**src/rtl/frame_ring_pkg.sv**
```systemverilog
package frame_ring_pkg;
  typedef enum logic [2:0] {
    OP_WR_RUN   = 3'd0,
    OP_RD_RUN   = 3'd1,
    OP_MF_RSV   = 3'd2,
    OP_MF_CMT   = 3'd3,
    OP_MF_LOOK  = 3'd4,
    OP_MF_REL   = 3'd5,
    OP_FL_TAIL  = 3'd6,
    OP_FL_HEAD  = 3'd7
  } ring_op_e;
endpackage

```
**src/rtl/frame_ring_levels.sv**
```systemverilog
module frame_ring_levels #(
  parameter int PTR_W = 8
) (
  input  logic [PTR_W-1:0] wr_cmt,
  input  logic [PTR_W-1:0] wr_alc,
  input  logic [PTR_W-1:0] rd_pk,
  input  logic [PTR_W-1:0] rd_dis,
  output logic [PTR_W-1:0] lv_alloc,
  output logic [PTR_W-1:0] lv_valid,
  output logic [PTR_W-1:0] lv_unseen,
  output logic [PTR_W-1:0] lv_free,
  output logic [PTR_W-1:0] wr_pend,
  output logic [PTR_W-1:0] rd_pend
);
  // modulo arithmetic comes from the natural PTR_W-bit wrap
  always_comb begin
    lv_alloc  = wr_alc - rd_dis;
    lv_valid  = wr_cmt - rd_dis;
    lv_unseen = wr_cmt - rd_pk;
    lv_free   = rd_dis - wr_alc - PTR_W'(1);
    wr_pend   = wr_alc - wr_cmt;
    rd_pend   = rd_pk - rd_dis;
  end
endmodule

```
**src/rtl/frame_ring_clamp.sv**
```systemverilog
module frame_ring_clamp #(
  parameter int PTR_W = 8,
  localparam int CNT_W = PTR_W + 1
) (
  input  logic [CNT_W-1:0] req,
  input  logic [PTR_W-1:0] avail,
  input  logic [PTR_W-1:0] ptr,
  output logic [CNT_W-1:0] grant
);
  logic [CNT_W-1:0] to_end;
  logic [CNT_W-1:0] avail_w;
  logic [CNT_W-1:0] lim;

  always_comb begin
    to_end  = CNT_W'(1 << PTR_W) - {1'b0, ptr};
    avail_w = {1'b0, avail};
    lim     = (avail_w < to_end) ? avail_w : to_end;
    grant   = (req < lim) ? req : lim;
  end
endmodule

```
**src/rtl/frame_ring_next.sv**
```systemverilog
module frame_ring_next
  import frame_ring_pkg::*;
#(
  parameter int PTR_W     = 8,
  parameter int MF_FRAMES = 16,
  localparam int CNT_W    = PTR_W + 1
) (
  input  ring_op_e         op,
  input  logic [CNT_W-1:0] req,
  input  logic [PTR_W-1:0] wr_cmt,
  input  logic [PTR_W-1:0] wr_alc,
  input  logic [PTR_W-1:0] rd_pk,
  input  logic [PTR_W-1:0] rd_dis,
  input  logic [PTR_W-1:0] lv_unseen,
  input  logic [PTR_W-1:0] lv_free,
  input  logic [PTR_W-1:0] wr_pend,
  input  logic [PTR_W-1:0] rd_pend,
  output logic             ok,
  output logic [CNT_W-1:0] frames,
  output logic [PTR_W-1:0] ofs_ptr,
  output logic [PTR_W-1:0] nx_wr_cmt,
  output logic [PTR_W-1:0] nx_wr_alc,
  output logic [PTR_W-1:0] nx_rd_pk,
  output logic [PTR_W-1:0] nx_rd_dis
);
  localparam logic [PTR_W-1:0] MF_P  = PTR_W'(MF_FRAMES);
  localparam logic [PTR_W-1:0] MF_LO = PTR_W'(MF_FRAMES - 1);
  localparam logic [CNT_W-1:0] MF_C  = CNT_W'(MF_FRAMES);

  logic [CNT_W-1:0] wr_grant;
  logic [CNT_W-1:0] rd_grant;
  logic [PTR_W-1:0] tail_al;
  logic [PTR_W-1:0] head_al;

  frame_ring_clamp #(.PTR_W(PTR_W)) u_wr_clamp (
    .req(req), .avail(lv_free), .ptr(wr_cmt), .grant(wr_grant)
  );
  frame_ring_clamp #(.PTR_W(PTR_W)) u_rd_clamp (
    .req(req), .avail(lv_unseen), .ptr(rd_pk), .grant(rd_grant)
  );

  always_comb begin
    tail_al   = wr_cmt & ~MF_LO;
    head_al   = (rd_pk + MF_LO) & ~MF_LO;
    ok        = 1'b0;
    frames    = '0;
    ofs_ptr   = '0;
    nx_wr_cmt = wr_cmt;
    nx_wr_alc = wr_alc;
    nx_rd_pk  = rd_pk;
    nx_rd_dis = rd_dis;
    unique case (op)
      OP_WR_RUN: if (wr_alc == wr_cmt && wr_grant != '0) begin
        ok        = 1'b1;
        frames    = wr_grant;
        ofs_ptr   = wr_cmt;
        nx_wr_cmt = wr_cmt + wr_grant[PTR_W-1:0];
        nx_wr_alc = wr_cmt + wr_grant[PTR_W-1:0];
      end
      OP_RD_RUN: if (rd_pk == rd_dis && rd_grant != '0) begin
        ok        = 1'b1;
        frames    = rd_grant;
        ofs_ptr   = rd_pk;
        nx_rd_pk  = rd_pk + rd_grant[PTR_W-1:0];
        nx_rd_dis = rd_pk + rd_grant[PTR_W-1:0];
      end
      OP_MF_RSV: if (lv_free >= MF_P) begin
        ok        = 1'b1;
        frames    = MF_C;
        ofs_ptr   = wr_alc;
        nx_wr_alc = wr_alc + MF_P;
      end
      OP_MF_CMT: if (wr_pend >= MF_P) begin
        ok        = 1'b1;
        frames    = MF_C;
        ofs_ptr   = wr_cmt;
        nx_wr_cmt = wr_cmt + MF_P;
      end
      OP_MF_LOOK: if (lv_unseen >= MF_P) begin
        ok        = 1'b1;
        frames    = MF_C;
        ofs_ptr   = rd_pk;
        nx_rd_pk  = rd_pk + MF_P;
      end
      OP_MF_REL: if (rd_pend >= MF_P) begin
        ok        = 1'b1;
        frames    = MF_C;
        ofs_ptr   = rd_dis;
        nx_rd_dis = rd_dis + MF_P;
      end
      OP_FL_TAIL: begin
        ok        = 1'b1;
        ofs_ptr   = tail_al;
        nx_rd_pk  = tail_al;
        nx_rd_dis = tail_al;
      end
      OP_FL_HEAD: begin
        ok        = 1'b1;
        ofs_ptr   = head_al;
        nx_wr_cmt = head_al;
        nx_wr_alc = head_al;
      end
      default: ;
    endcase
  end
endmodule

```
**src/rtl/frame_ring_ptr.sv**
```systemverilog
module frame_ring_ptr
  import frame_ring_pkg::*;
#(
  parameter int RING_FRAMES = 256,
  parameter int MF_FRAMES   = 16,
  parameter int BASE_OFS    = 0,
  parameter int OFS_W       = 10,
  localparam int PTR_W      = $clog2(RING_FRAMES),
  localparam int CNT_W      = PTR_W + 1,
  localparam int MF_SH      = $clog2(MF_FRAMES),
  localparam int MF_W       = OFS_W - MF_SH,
  localparam int WA_W       = OFS_W + 3
) (
  input  logic             clk,
  input  logic             rst_n,
  input  logic             cmd_valid,
  input  logic [2:0]       cmd_op,
  input  logic [CNT_W-1:0] cmd_frames,
  output logic             rsp_valid,
  output logic             rsp_ok,
  output logic [CNT_W-1:0] rsp_frames,
  output logic [OFS_W-1:0] rsp_ofs,
  output logic [MF_W-1:0]  rsp_mf_idx,
  output logic [WA_W-1:0]  rsp_word_addr,
  output logic [PTR_W-1:0] lvl_alloc,
  output logic [PTR_W-1:0] lvl_valid,
  output logic [PTR_W-1:0] lvl_unseen,
  output logic [PTR_W-1:0] lvl_free
);
  logic [1:0] rst_pipe;
  logic       rst_sync_n;

  logic [PTR_W-1:0] wr_cmt_q, wr_alc_q, rd_pk_q, rd_dis_q;
  logic [PTR_W-1:0] wr_cmt_d, wr_alc_d, rd_pk_d, rd_dis_d;
  logic [PTR_W-1:0] wr_pend, rd_pend, ofs_ptr;
  logic             nx_ok;
  logic [CNT_W-1:0] nx_frames;
  logic [OFS_W-1:0] nx_ofs;
  logic             ok_q;
  logic [CNT_W-1:0] frames_q;
  logic [OFS_W-1:0] ofs_q;
  logic             vld_q;
  logic [PTR_W-1:0] nw_cmt, nw_alc, nr_pk, nr_dis;

  // reset asserts at once, releases on a clock edge
  always_ff @(posedge clk or negedge rst_n) begin
    if (!rst_n) rst_pipe <= 2'b00;
    else        rst_pipe <= {rst_pipe[0], 1'b1};
  end
  assign rst_sync_n = rst_pipe[1];

  frame_ring_levels #(.PTR_W(PTR_W)) u_levels (
    .wr_cmt(wr_cmt_q), .wr_alc(wr_alc_q), .rd_pk(rd_pk_q), .rd_dis(rd_dis_q),
    .lv_alloc(lvl_alloc), .lv_valid(lvl_valid), .lv_unseen(lvl_unseen),
    .lv_free(lvl_free), .wr_pend(wr_pend), .rd_pend(rd_pend)
  );

  frame_ring_next #(.PTR_W(PTR_W), .MF_FRAMES(MF_FRAMES)) u_next (
    .op(ring_op_e'(cmd_op)), .req(cmd_frames),
    .wr_cmt(wr_cmt_q), .wr_alc(wr_alc_q), .rd_pk(rd_pk_q), .rd_dis(rd_dis_q),
    .lv_unseen(lvl_unseen), .lv_free(lvl_free),
    .wr_pend(wr_pend), .rd_pend(rd_pend),
    .ok(nx_ok), .frames(nx_frames), .ofs_ptr(ofs_ptr),
    .nx_wr_cmt(nw_cmt), .nx_wr_alc(nw_alc), .nx_rd_pk(nr_pk), .nx_rd_dis(nr_dis)
  );

  // next-state selection with explicit enable
  always_comb begin
    nx_ofs   = nx_ok ? (OFS_W'(BASE_OFS) + {{(OFS_W-PTR_W){1'b0}}, ofs_ptr}) : '0;
    wr_cmt_d = wr_cmt_q;
    wr_alc_d = wr_alc_q;
    rd_pk_d  = rd_pk_q;
    rd_dis_d = rd_dis_q;
    if (cmd_valid && nx_ok) begin
      wr_cmt_d = nw_cmt;
      wr_alc_d = nw_alc;
      rd_pk_d  = nr_pk;
      rd_dis_d = nr_dis;
    end
  end

  always_ff @(posedge clk or negedge rst_sync_n) begin
    if (!rst_sync_n) begin
      wr_cmt_q <= '0;
      wr_alc_q <= '0;
      rd_pk_q  <= '0;
      rd_dis_q <= '0;
      vld_q    <= 1'b0;
      ok_q     <= 1'b0;
      frames_q <= '0;
      ofs_q    <= '0;
    end else begin
      wr_cmt_q <= wr_cmt_d;
      wr_alc_q <= wr_alc_d;
      rd_pk_q  <= rd_pk_d;
      rd_dis_q <= rd_dis_d;
      vld_q    <= cmd_valid;
      if (cmd_valid) begin
        ok_q     <= nx_ok;
        frames_q <= nx_frames;
        ofs_q    <= nx_ofs;
      end
    end
  end

  assign rsp_valid     = vld_q;
  assign rsp_ok        = ok_q;
  assign rsp_frames    = frames_q;
  assign rsp_ofs       = ofs_q;
  assign rsp_mf_idx    = MF_W'(ofs_q >> MF_SH);
  assign rsp_word_addr = {ofs_q, 3'b000};
endmodule

```
**config.mk**
```make
export PLATFORM = sky130hd
export DESIGN_NAME = frame_ring_ptr
export DESIGN_NICKNAME = d
export VERILOG_FILES = /design/src/rtl/frame_ring_pkg.sv /design/src/rtl/frame_ring_levels.sv /design/src/rtl/frame_ring_clamp.sv /design/src/rtl/frame_ring_next.sv /design/src/rtl/frame_ring_ptr.sv
export SDC_FILE = /design/constraint.sdc
export NUM_CORES = 1
export LEC_CHECK = 0
export ABC_AREA = 1
export BUFFER_PORTS_ARGS = -buffer_cell sky130_fd_sc_hd__buf_4
export CAP_MARGIN = 20
export CORE_MARGIN = 4
export CORE_UTILIZATION = 45
export CTS_CLUSTER_DIAMETER = 120
export DETAILED_ROUTE_END_ITERATION = 8
export GPL_TIMING_DRIVEN = 0
export MAX_ROUTING_LAYER = met4
export PLACE_DENSITY = 0.62
export SLEW_MARGIN = 20
export SYNTH_ARGS = -nofsm -noshare
export SYNTH_HDL_FRONTEND = slang
export SYNTH_HIERARCHICAL = 1
export SYNTH_SLANG_ARGS = --single-unit
export TNS_END_PERCENT = 50
```
**constraint.sdc**
```tcl
create_clock -name clk -period 2.2 [get_ports clk]
set_input_delay 0.44 -clock clk [delete_from_list [all_inputs] [get_ports clk]]
set_output_delay 0.44 -clock clk [all_outputs]
set_load 0.005 [all_outputs]
```
# After elaboration in Yosys (flattened, before gate mapping)
# Cells that the tools add are included.
# totals
regBits	55
input_bits	15
output_inout_bits	72
elab_cells	99
# op_classes
n_addsub	16
n_lt_le_gt_ge	8
eq_ne	15
mux	36
n_reduce_logical	15
# ops
cell	count
$mux 8	13
$pmux 8 s3	4
$pmux 8 s8	1
$mux 9	6
$pmux 9 s6	1
$sub 8x8->8	6
$add 8x5->8 const B	4
$ge 8x5->1 const B	4
$mux 5	4
$lt 8x9->1	2
$lt 9x9->1	2
$reduce_bool 9->1	2
$sub 9x8->9 const A	2
$add 8x8->8	2
$eq 8x8->1	2
$reduce_and 4->1	4
$eq 3x3->1 const B	4
$ne 2x1->1 const B	6
$reduce_bool 3->1	4
$add 8x4->8 const B	1
$sub 8x1->8 const B	1
$pmux 1 s7	1
$eq 3x2->1 const B	2
$mux 1	6
4 further kinds	6

# Logic depth before layout (Yosys ltp)
# depth
word_depth	12
mapped_depth	45
ltp_nobuf	45

# Hierarchy
# The synthesis kept the hierarchy.
# by_module_without_submodules
module	n_inst	cells_each	area_per_inst_um2	seq_area_each_um2
frame_ring_next	1	619	3136.8	0.0
frame_ring_ptr	1	242	2262.2	1326.3
frame_ring_levels	1	357	2073.2	0.0
frame_ring_clamp at u_next.u_rd_clamp	1	132	862.1	0.0
frame_ring_clamp at u_next.u_wr_clamp	1	131	814.5	0.0

# Worst setup path before layout
# No wires, ideal clock.
# synth_timing
path_type	register -> register
startpoint	register wr_cmt_q[0]
endpoint	register rd_pk_q[6]
setup_time_ns	0.117
arrival_time_ns	5.344
required_ns	2.083
path_slack_ns	-3.261
stages_incl_launch_ff	45
n_path_buf	0
synth_period_minus_slack_ns	5.461
path_cell_list	dfrtp_1 > inv_1 > ha_1 > inv_1 > fa_1 > nand2_1 > nand2_1 > nand2_1 > xnor2_1 > ha_1 > nand2_1 > inv_1 > nand2_1 > nand3_1 > nand2_1 > nand3_2 > nand2_2 > nand2_4 > [... 9 more ...] > a31oi_1 > a2111oi_4 > nand3_1 > nand2_1 > ha_1 > inv_1 > fa_1 > nand3b_1 > nand2_1 > nand2_1 > nand2_1 > nand2_1 > nand2_1 > nand2_1 > nand3_1 > nand3_1 > nand3_1 > nand2_1
# synth_between
elab_cells_between_ends	30
classes_between	4 x add/sub; 6 x order compare; 3 x eq/ne; 11 x mux; 6 x reduce/logical
# synth_lines
element	line	text
start: declaration	frame_ring_ptr.sv:33	logic [PTR_W-1:0] wr_cmt_q, wr_alc_q, rd_pk_q, rd_dis_q;
start signal: assignment	frame_ring_ptr.sv:93	wr_cmt_q <= wr_cmt_d;
$sub 8x8->8 (*)	frame_ring_levels.sv:19	lv_unseen = wr_cmt - rd_pk;
named net lvl_unseen[4]	frame_ring_ptr.sv:27	output logic [PTR_W-1:0] lvl_unseen,
$lt 8x9->1	frame_ring_clamp.sv:17	lim = (avail_w < to_end) ? avail_w : to_end;
$mux 9 (*)	frame_ring_clamp.sv:17	
$lt 9x9->1	frame_ring_clamp.sv:18	grant = (req < lim) ? req : lim;
$mux 9 (*)	frame_ring_clamp.sv:18	
named net u_next.rd_grant[0]	frame_ring_next.sv:31	logic [CNT_W-1:0] rd_grant;
$add 8x8->8 (*)	frame_ring_next.sv:64	nx_rd_pk = rd_pk + rd_grant[PTR_W-1:0];
$mux 8 (*)	frame_ring_next.sv:60	OP_RD_RUN: if (rd_pk == rd_dis && rd_grant != '0) begin
$pmux 8 s3 (*)	frame_ring_next.sv:52	unique case (op)
named net nr_pk[6]	frame_ring_ptr.sv:43	logic [PTR_W-1:0] nw_cmt, nw_alc, nr_pk, nr_dis;
end signal: assignment	frame_ring_ptr.sv:95	rd_pk_q <= rd_pk_d;
end: declaration	frame_ring_ptr.sv:33	
# Mark *: on every way through the listed nets, which the timed path passes. The rest lies on a longest branch. The select of a mux whose other input is x is not followed.
# A chain may end at the register's enable or synchronous reset.

# Worst setup path after layout
# layout_timing
startpoint	register wr_cmt_q[0]
endpoint	register rd_pk_q[0]
# layout_between
elab_chain_cells	11
elab_cells_between_ends	30
classes_between	4 x add/sub; 6 x order compare; 3 x eq/ne; 11 x mux; 6 x reduce/logical
# layout_lines
element	line	text
$sub 8x8->8 (*)	frame_ring_levels.sv:19	
$lt 8x9->1	frame_ring_clamp.sv:17	
$mux 9 (*)	frame_ring_clamp.sv:17	
$lt 9x9->1	frame_ring_clamp.sv:18	
$mux 9 (*)	frame_ring_clamp.sv:18	
named net u_next.rd_grant[3]	frame_ring_next.sv:31	
$reduce_bool 9->1 (*)	frame_ring_next.sv:60	
$logic_and 1x1->1 (*)	frame_ring_next.sv:60	
$mux 1 (*)	frame_ring_next.sv:60	
$pmux 1 s7 (*)	frame_ring_next.sv:52	
named net nx_ok	frame_ring_ptr.sv:36	logic nx_ok;
$logic_and 1x1->1 (*)	frame_ring_ptr.sv:74	if (cmd_valid && nx_ok) begin
$reduce_and 4->1 (no line) (*)	--	
# Marked as above.

==> metrics.md <==
| Metric | Value |
|---|---|
| RR Startpoint | `wr_cmt_q[0]$_DFFE_PN0P_` |
| CP required | `2.40 ns` |
| Number of remaining DRC errors | `0` |
| Initial antenna violation count | `0` |
| Setup violators final | `76` |
| Clock Path Buffers | `2` |
| Slowest CP cell | `dfrtp_4` |
| Synth warn | `6` |
| Layout cell share with drive strength beyond 1 | `32.9%` |
| Placer Congestion | `1.04` |
| Worst Reg-to-Reg Cells | `42` |
| Crit Path Max Fanout | `8` |
| CTS H-tree depth | `2` |
| Number of fill cells | `1824` |
| Max Cap Viol | `0` |
| RSZ-0062 raised after global routing | `true` |
| Starting Density | `46.3%` |
| Die width | `150 um` |
| CTS tree | `done` |
| Slew Viols, Final | `0` |
| I/O pin count | `87` |
| Cells after Synth | `1473` |
| Period utilization | `255%` |
| Chip height | `150 um` |
| Final Hold Viols | `0` |
| Clock Latency Late Sink | `0.30 ns` |
| Worst path max stage delay | `0.53 ns` |
| Hold Path Stages | `1` |
| Tot GR Track Use | `30.0%` |
| Crit-path most repeated cell | `nand2_1` |
| GRT Residual Overflow | `0` |
| CP endpoint | `rd_pk_q[0]$_DFFE_PN0P_` |
| Headroom to the max-slew limit | `41.8%` |
| Most frequent cells in the layout | `472 x nand2_1, 185 x inv_1, 181 x buf_4` |
| TritonCTS buffer count | `5` |
| Nature of the critical path endpoint | `flip-flop` |
| Row count | `51` |
| Hold Path Class | `in -> reg` |
| R2r setup slk | `-3.40 ns` |
| HPWL Detailed | `23600 um` |
| Worst hold start | `cmd_valid` |
| Setup Skew | `0.0115 ns` |
| FF-to-FF End | `rd_pk_q[0]$_DFFE_PN0P_` |
| Routed len/inst | `17.6 um` |
| Synth Area per Inst | `6.18 um^2` |
| DRT iter0 DRCs | `998` |
| Hold_ws | `0.263 ns` |
| Setup CP Type | `reg -> reg` |
| Mapped Area | `9100 um^2` |
| Final wirelength | `34000 um` |
| Measured slew at the worst slew-check pin | `0.874 ns` |
| CTS root buf | `clkbuf_16` |
| Post-place setup slack | `-4.13 ns` |
| Startpoint types | `flip-flop` |
| Die area | `22600 um^2` |
| Failing checks | `negative setup slack` |
| Vias per inst | `5.32` |
| Most common cell after layout, fill and taps aside | `nand2_1` |
| Vias in the first global route | `9499` |
| FMAX | `0.178 GHz` |
| Inst Count DP | `1822` |
| Status | `finished, violations left` |
| Clk pin slew, worst setup/hold paths | `0.08 ns` |
| Post-DRT Antenna Nets | `0` |
| CP arrival | `5.80 ns` |
| Synth-to-layout area growth | `36.4%` |
| DR pass1 iterations | `6` |
| Clock sinks | `53` |
| Via count | `10253` |
| Setup crit start | `wr_cmt_q[0]$_DFFE_PN0P_` |
| Nets@finish | `1780` |
| Core Footprint | `19700 um^2` |
| Fin crit period | `5.60 ns` |
| # port buffers | `76` |
| Ant. Diodes | `0` |
| Area of placed instances | `10200 um^2` |
| Largest net degree at the start of global routing | `52` |
| Post-route cell area | `12400 um^2` |
| Fin cells | `1929` |
| First-pass GRT wire length | `51600 um` |
| Final WS setup | `-3.40 ns` |
## area by class of cell
cell class	instances	area [um^2]	share of cell area, %
timing repair buffer	178	1500	12.1
tap	265	332	2.67
multi-input combinational	1160	7770	62.6
buffer	46	423	3.41
inverter	219	842	6.78
sequential	53	1390	11.2
clock buffer	6	139	1.12
clock inverter	2	13.8	0.111
## what timing repair did
item,in CTS,in global routing
endpoints found under the setup margin,78,78
pin swaps,81,70
hold endpoints to repair,2,0
gates cloned,3,2
buffers inserted,81,17
hold buffers,1,0
gates resized for setup,176,98
## sequential cells by signal, indices dropped and copies added, names as in the netlist
signal	flops
wr_alc_q	8
rsp_ok	1
rsp_valid	1
wr_cmt_q	8
rst_pipe	2
rsp_frames	9
rsp_ofs	8
rd_dis_q	8
rd_pk_q	8
## metal layers
metal | vias to the layer above | wire [um] | global-route usage, %
li1 | 5016 | - | -
met1 | 4776 | 14600 | 39.5
met2 | 403 | 16500 | 50.8
met3 | 58 | 2180 | 2.65
met4 | 0 | 726 | 6.04
met5 | - | 0 | -
## worst max-delay path, delay by kind of cell (launching register included)
kind	cells	cell delay, ns
AOI/OAI and AO/OA	3	0.71
xor gates and xnor gates	1	0.29
adders and majority gates	4	1.07
buffers and inverters	10	0.99
DFF	1	0.53
and+or+nand+nor	24	1.90
## how the worst min path moves through the flow
stage          slack [ns]               endpoint
3_3_place_gp         0.22  rst_pipe[0]$_DFF_PN0_
6_report             0.26    rsp_valid$_DFF_PN0_
4_1_cts              0.25    rsp_valid$_DFF_PN0_
3_5_place_dp         0.22  rst_pipe[0]$_DFF_PN0_
5_1_grt              0.25    rsp_valid$_DFF_PN0_
2_1_floorplan        0.14  rst_pipe[0]$_DFF_PN0_
## through the flow
step | setup TNS (ns) | utilization [%]
final | -171.49 | 63.2
after global routing | -187.90 | 63.2
after detailed placement | -199.16 | 52.1
after floorplan | -143.93 | -
after global placement | -204.69 | 52.1
after CTS | -161.20 | 60.1
Power is not shown: default switching activity piles up to over one toggle a cycle in this logic, so the estimate is an artifact.
